===== src/rtl/smii_rx_pkg.sv =====
package smii_rx_pkg;
  localparam int SEG_LEN  = 10;
  localparam int BYTE_W   = 8;
  localparam int CRS_BIT  = 0;
  localparam int DV_BIT   = 1;
  localparam int PAY_LO   = 2;
  localparam int ST_W     = 5;
  // Trailing marker as {bit10, bit9, bit8} of a status segment.
  localparam logic [2:0] ST_MARK = 3'b101;

  typedef struct packed {
    logic jabber;
    logic link;
    logic duplex;
    logic speed;
    logic rx_err;
  } rx_status_t;
endpackage


===== src/rtl/smii_rx_seg_capture.sv =====
module smii_rx_seg_capture #(
  parameter int SEG_LEN = 10
) (
  input  logic               clk,
  input  logic               rst,
  input  logic               sync_in,
  input  logic               rx_line,
  output logic               seg_vld,
  output logic [SEG_LEN-1:0] seg_word
);
  localparam int CNT_W = $clog2(SEG_LEN);

  logic [CNT_W-1:0]   pos;
  logic               active;
  logic [SEG_LEN-2:0] hold;

  always_ff @(posedge clk) begin
    if (rst) begin
      pos      <= '0;
      active   <= 1'b0;
      hold     <= '0;
      seg_vld  <= 1'b0;
      seg_word <= '0;
    end else begin
      seg_vld <= 1'b0;
      if (sync_in) begin
        hold   <= {rx_line, hold[SEG_LEN-2:1]};
        pos    <= CNT_W'(1);
        active <= 1'b1;
      end else if (active) begin
        if (pos == CNT_W'(SEG_LEN-1)) begin
          seg_word <= {rx_line, hold};
          seg_vld  <= 1'b1;
          active   <= 1'b0;
          pos      <= '0;
        end else begin
          hold <= {rx_line, hold[SEG_LEN-2:1]};
          pos  <= pos + 1'b1;
        end
      end
    end
  end
endmodule


===== src/rtl/smii_rx_rate_gate.sv =====
module smii_rx_rate_gate #(
  parameter int REPEAT = 10,
  parameter int BYTE_W = 8
) (
  input  logic              clk,
  input  logic              rst,
  input  logic              seg_vld,
  input  logic              seg_dv,
  input  logic [BYTE_W-1:0] payload,
  input  logic              mode_fast,
  output logic [BYTE_W-1:0] byte_out,
  output logic              byte_vld,
  output logic              frame_end
);
  localparam int PH_W = (REPEAT > 1) ? $clog2(REPEAT) : 1;

  logic            dv_prev;
  logic [PH_W-1:0] phase;
  logic            accept;

  always_comb begin
    accept = 1'b0;
    if (seg_vld && seg_dv)
      accept = mode_fast || (phase == '0);
  end

  always_ff @(posedge clk) begin
    if (rst) begin
      dv_prev   <= 1'b0;
      phase     <= '0;
      byte_out  <= '0;
      byte_vld  <= 1'b0;
      frame_end <= 1'b0;
    end else begin
      byte_vld  <= 1'b0;
      frame_end <= 1'b0;
      if (seg_vld) begin
        dv_prev   <= seg_dv;
        frame_end <= dv_prev && !seg_dv;
        if (!seg_dv)
          phase <= '0;
        else if (phase == PH_W'(REPEAT-1))
          phase <= '0;
        else
          phase <= phase + 1'b1;
        if (accept) begin
          byte_vld <= 1'b1;
          byte_out <= payload;
        end
      end
    end
  end
endmodule


===== src/rtl/smii_rx_status_hold.sv =====
module smii_rx_status_hold
  import smii_rx_pkg::*;
(
  input  logic               clk,
  input  logic               rst,
  input  logic               seg_vld,
  input  logic [SEG_LEN-1:0] seg_word,
  output logic               carrier,
  output rx_status_t         status
);
  logic mark_ok;

  assign mark_ok = (seg_word[SEG_LEN-1 -: 3] == ST_MARK) && !seg_word[DV_BIT];

  always_ff @(posedge clk) begin
    if (rst) begin
      carrier <= 1'b0;
      status  <= '0;
    end else if (seg_vld) begin
      carrier <= seg_word[CRS_BIT];
      if (mark_ok)
        status <= rx_status_t'(seg_word[PAY_LO +: ST_W]);
    end
  end
endmodule


===== src/rtl/smii_rx_deser.sv =====
module smii_rx_deser
  import smii_rx_pkg::*;
#(
  parameter int REPEAT = 10
) (
  input  logic              clk,
  input  logic              rst,
  input  logic              sync_in,
  input  logic              rx_line,
  input  logic              mode_fast,
  output logic [BYTE_W-1:0] rx_byte,
  output logic              rx_byte_vld,
  output logic              rx_frame_end,
  output logic              carrier_sense,
  output logic              st_rx_err,
  output logic              st_speed_100,
  output logic              st_full_duplex,
  output logic              st_link_up,
  output logic              st_jabber
);
  logic               seg_vld;
  logic [SEG_LEN-1:0] seg_word;
  rx_status_t         status;

  smii_rx_seg_capture #(.SEG_LEN(SEG_LEN)) u_cap (
    .clk      (clk),
    .rst      (rst),
    .sync_in  (sync_in),
    .rx_line  (rx_line),
    .seg_vld  (seg_vld),
    .seg_word (seg_word)
  );

  smii_rx_rate_gate #(.REPEAT(REPEAT), .BYTE_W(BYTE_W)) u_gate (
    .clk       (clk),
    .rst       (rst),
    .seg_vld   (seg_vld),
    .seg_dv    (seg_word[DV_BIT]),
    .payload   (seg_word[PAY_LO +: BYTE_W]),
    .mode_fast (mode_fast),
    .byte_out  (rx_byte),
    .byte_vld  (rx_byte_vld),
    .frame_end (rx_frame_end)
  );

  smii_rx_status_hold u_stat (
    .clk      (clk),
    .rst      (rst),
    .seg_vld  (seg_vld),
    .seg_word (seg_word),
    .carrier  (carrier_sense),
    .status   (status)
  );

  assign st_rx_err      = status.rx_err;
  assign st_speed_100   = status.speed;
  assign st_full_duplex = status.duplex;
  assign st_link_up     = status.link;
  assign st_jabber      = status.jabber;
endmodule


===== config.mk =====
export PLATFORM = sky130hd
export DESIGN_NAME = smii_rx_deser
export DESIGN_NICKNAME = d
export VERILOG_FILES = /design/src/rtl/smii_rx_pkg.sv /design/src/rtl/smii_rx_seg_capture.sv /design/src/rtl/smii_rx_rate_gate.sv /design/src/rtl/smii_rx_status_hold.sv /design/src/rtl/smii_rx_deser.sv
export SDC_FILE = /design/constraint.sdc
export NUM_CORES = 1
export LEC_CHECK = 0
export ABC_AREA = 1
export BUFFER_PORTS_ARGS = -buffer_cell sky130_fd_sc_hd__buf_2
export CAP_MARGIN = 20
export CORE_MARGIN = 1
export CORE_UTILIZATION = 40
export DETAILED_ROUTE_END_ITERATION = 6
export GPL_TIMING_DRIVEN = 0
export PLACE_DENSITY = 0.6
export SLEW_MARGIN = 20
export SYNTH_ARGS = -nofsm -noshare
export SYNTH_HDL_FRONTEND = slang
export SYNTH_SLANG_ARGS = --single-unit

===== constraint.sdc =====
create_clock -name clk -period 1.17 [get_ports clk]
set_input_delay 0.117 -clock clk [delete_from_list [all_inputs] [get_ports clk]]
set_output_delay 0.117 -clock clk [all_outputs]
set_load 0.01 [all_outputs]

======== Word level (Yosys, flattened, before mapping) ========
Index checks and enable logic that the tools add are counted.
operators by class
  add/sub/neg operators ................... 2
  bitwise gates (word level) .............. 3
  muxes and demuxes ....................... 14
  reduce and logical (&&, ||, !) cells .... 14
  equal/unequal tests ..................... 4
operators with widths
  operator             count
  $mux 9               3
  $mux 4               3
  $add 4x1->4 const B  2
  $eq 4x4->1 const B   2
  $mux 1               8
  $reduce_and 2->1     3
  $logic_not 4->1      1
  $reduce_or 2->1      2
  $eq 3x3->1 const B   1
  $logic_and 1x1->1    3
  $not 1->1            3
  $reduce_and 3->1     1
  $reduce_or 3->1      1
  $ne 2x2->1 const B   1
  $reduce_bool 2->1    1
  $logic_not 1->1      1
  $logic_or 1x1->1     1
storage, ports and cells
  logic and storage cells ................. 54
  bits in registers ....................... 46
  output and inout port bits .............. 16

======== Logic depth before layout (Yosys ltp) ========
  word-level depth ........................ 4
  mapped depth ............................ 8
  depth with buffers taken out ............ 7

======== Modules after synthesis ========
From an unflattened synthesis, not the netlist that was laid out.
unflattened totals
  cells, all modules ...................... 275
  area total of the unflattened synthesis .. 2077.0 µm²
by module, submodules not included
  module               area an instance (µm²)  instances  cells each
  smii_rx_seg_capture  1092.3                  1          140
  smii_rx_rate_gate    699.4                   1          96
  smii_rx_status_hold  285.3                   1          39

======== Worst setup path after synthesis ========
Ideal clock, no wire load.
  kind .................................... register -> register
  from .................................... register u_gate.phase[0]
  to ...................................... register u_gate.byte_out[0]
  clock period less this slack ............ 1.221 ns
  buffers on the path ..................... 1
  slack ................................... -0.051 ns
  required time ........................... 1.055 ns
  stages on the path, launching flop included .. 8
  arrival ................................. 1.106 ns
  cells stage by stage .................... dfxtp_1 -> inv_1 -> ha_1 -> nand3_1 -> nand2_2 -> buf_6 -> a21oi_1 -> nor2_1
between the ends
  cells in the longest elaborated chain, start to end .. 4
RTL lines
  element                            RTL line                 source
  start, declared                    smii_rx_rate_gate.sv:18  logic [PH_W-1:0] phase;
  start signal, assigned             smii_rx_rate_gate.sv:45  phase <= phase + 1'b1;
  $logic_not 4->1                    smii_rx_rate_gate.sv:24  accept = mode_fast || (phase == '0);
  $logic_or 1x1->1                   smii_rx_rate_gate.sv:24
  $mux 1                             smii_rx_rate_gate.sv:23  if (seg_vld && seg_dv)
  $reduce_and 2->1 (no source line)  --
  end signal, assigned               smii_rx_rate_gate.sv:48  byte_out <= payload;
  end, declared                      smii_rx_rate_gate.sv:11  output logic [BYTE_W-1:0] byte_out,
No other way between the ends.
A chain may end at the register's enable or synchronous reset.

======== Worst setup path in the final report ========
  from .................................... register u_gate.phase[0]
  to ...................................... register u_gate.byte_out[5]
The elaborated chain is that of the path after synthesis.

==> results.sh <==
export IMPL_status="completed"
export IMPL_wirelength_um=4340
export IMPL_first_pass_iters=4
export IMPL_cp_end_kind="flip-flop"
export IMPL_avgSynthCellArea_sq_um=7.21
export IMPL_grt_pass1_vias=1549
export IMPL_yosys_top_cells_count="nor2_1 (57), nand2_1 (51), dfxtp_1 (46)"
export IMPL_port_buffers=19
export IMPL_drt_iter0_drc=84
export IMPL_synthCells=274
export IMPL_synth_ff_type="dfxtp_1"
export IMPL_cp_max_fo=6
export IMPL_powerDensity_nw_per_um2=1190
export IMPL_critPathKind="flip-flop to flip-flop"
export IMPL_slowest_stage="dfxtp_4"
export IMPL_max_slew_margin_rel_pct=70.6
export IMPL_fin_crit_ns=1.14
export IMPL_row_count=25
export IMPL_grt_total_usage_pct=17.3
export IMPL_final_nets=321
export IMPL_irDropWorstVdd_mv=0.635
export IMPL_worst_pin_slew_ns=0.441
export IMPL_crit_path_start_kind="flip-flop"
export IMPL_hold_class="input port to flip-flop"
export IMPL_clock_sinks=46
export IMPL_drv_cap=0
export IMPL_crit_path_max_incr_delay_ns=0.36
export IMPL_cts_buffer_depth=2
export IMPL_place_ws_ns=-0.134
export IMPL_final_setup_tns_ns=0
export IMPL_fill_cells=488
export IMPL_drive_above_1_share_pct=26.1
export IMPL_synth_distinct_cells=20
export IMPL_synth_nets=282
export IMPL_clk_latency_ns=0.30
export IMPL_synth_area_sq_um=1980
export IMPL_routed_via_count=1757
export IMPL_arrival_ns=1.34
export IMPL_synthArstFlopShare_pct=0
export IMPL_power_leakage_nw=1.13
export IMPL_cts_root_buffer="clkbuf_8"
export IMPL_avgViaCountPerCell=4.61
export IMPL_synth_area_leaders="dfxtp_1 (47%), nor2_1 (11%), nand2_1 (9.7%), a21oi_1 (6.6%), inv_1 (4.9%)"
export IMPL_finalSetupViolCount=0
export IMPL_finalPower_mw=2.98
export IMPL_crit_chain="inv_4 -> ha_4 -> nand3_4 -> nand2_8 -> buf_4 -> nand3b_1 -> nand2_1 -> nor2_1"
export IMPL_crit_required_ns=1.37
export IMPL_cts_tree="yes"
export IMPL_synth_edff_count=0
export IMPL_hold_slack_ns=0.101
export IMPL_synth_seq_cells=46
export IMPL_die_w_um=72.3
export IMPL_synth_top_cell_by_area="dfxtp_1"
export IMPL_globalRouteOverflowTotal=0
export IMPL_drc_errors=0
export IMPL_fp_coreArea_sq_um=4750
export IMPL_grt_max_degree=14
export IMPL_yosysMostFrequentCell="nor2_1"
export IMPL_die_h_um=72.3
export IMPL_rsz0062_at_grt="true"
export IMPL_post_route_period_util_pct=97.7
export IMPL_final_hold_viol_count=0
export IMPL_seq_area_sq_um=932
export IMPL_dieArea_sq_um=5230
export IMPL_synth_warnings=0
export IMPL_antenna_found_initial=0
export IMPL_finalMaxSlewViolations=0
export IMPL_area_growth_pct=27.3
export IMPL_grt_pass1_wl_um=6930
export IMPL_cts_buffers=5
export IMPL_clkTransAtPathRegs_ns=0.08
export IMPL_synth_top_area_share_pct=46.6
export IMPL_fin_skew_ns=0.00343
export IMPL_io_pins=21
export IMPL_place_congestion=0.738
export IMPL_cts_max_level=2
export IMPL_crit_buf_inv=2
export IMPL_seq_area_frac_synth_pct=46.6
export IMPL_routedWlPerCell_um=11.4
export IMPL_ant_nets=0
export IMPL_crit_family="simple AND/OR/NAND/NOR gates"
export IMPL_hpwl_um=2750
export IMPL_multi_input_area_sq_um=1010
export IMPL_max_freq_ghz=0.875
export IMPL_initial_core_util_pct=41.6
export IMPL_timing_final_ws_setup_ns=0.0271
export IMPL_diodes=0
-- power breakdown --
group	switching, mW	internal [mW]	total (mW)
registers	0.0197	1.59	1.61
clock network	0.524	0.640	1.16
logic	0.136	0.0720	0.208
total	0.680	2.30	2.98
-- cells in the final DEF (no fill, tap or decap), drive strengths merged --
cell,n
nand3,16
nand2,53
nor3,2
o21ai,7
buf,38
nor2,63
nand4,11
clkinv,2
xor2,1
nand3b,7
ha,3
inv,28
clkbuf,10
dfxtp,46
a21oi,26
bufinv,1
-- worst reg2reg max path, stage by stage (launching register included) --
cell      delay (ns)
dfxtp_4         0.36
inv_4           0.06
ha_4            0.14
nand3_4         0.09
nand2_8         0.11
buf_4           0.11
nand3b_1        0.07
nand2_1         0.07
nor2_1          0.04
-- timing repair --
| item | CTS | global route |
|---|---|---|
| cloned | 1 | 3 |
| resized for setup | 10 | 38 |
| buffers inserted | 5 | 4 |
| endpoints found under the setup margin | 21 | 36 |
| hold buffers | 0 | 0 |
| pin swaps | 2 | 22 |
-- state kept, by name, indices dropped and copies added (netlist names) --
signal            flops
u_gate.byte_vld       1
u_stat.carrier        1
u_stat.status         5
u_gate.byte_out       8
u_cap.seg_word       10
u_gate.dv_prev        1
u_gate.frame_end      1
u_cap.active          1
u_cap.seg_vld         1
u_cap.hold            9
u_cap.pos             4
u_gate.phase          4
-- logic make-up after synthesis --
family | Yosys count | share of synthesized area (%)
AO/OA/AOI/OAI | 33 | 8.35
XOR/XNOR | 1 | 0.443
adder cells (fa/ha/maj) | 3 | 1.90
buffers and inverters | 41 | 8.92
flip-flops | 46 | 46.6
AND/OR/NAND/NOR | 150 | 33.8
-- layer usage --
metal	wire length, um	global-route usage, %	vias to the layer above
met3	113	4.58	5
met1	2050	20.9	778
li1	-	-	954
met2	2100	29.0	20
met4	69	7.19	0
met5	0	0	-
-- worst paths after layout --
check        cells past startpoint                              end  slack (ns)                    startpoint
min reg2reg                      2      u_gate.frame_end$_SDFF_PP0_        0.44   u_gate.dv_prev$_SDFFE_PP0P_
max reg2reg                      8  u_gate.byte_out[5]$_SDFFE_PP0P_        0.03  u_gate.phase[0]$_SDFFE_PP0P_
max                              8  u_gate.byte_out[5]$_SDFFE_PP0P_        0.03  u_gate.phase[0]$_SDFFE_PP0P_
min                              4        u_cap.pos[2]$_SDFFE_PP0P_        0.10                       sync_in
-- final cells by class --
type	count	share of cell area (%)
multi-input cells	189	40.2
flip-flops and latches	46	37.0
repair buffers	30	7.56
inverters	30	4.72
well taps	67	3.33
clock buffers	7	3.03
plain buffers	11	2.93
clock inverters	1	1.19
-- stage by stage --
stage	std cells	util (%)	cell area, sq um
after global placement	360	45.4	2160
after global routing	381	52.9	2520
after CTS	374	49.2	2340
after detailed placement	360	45.4	2160
after floorplan	274	-	1980
final	381	52.9	2520
(Power assumes the default switching activity.)
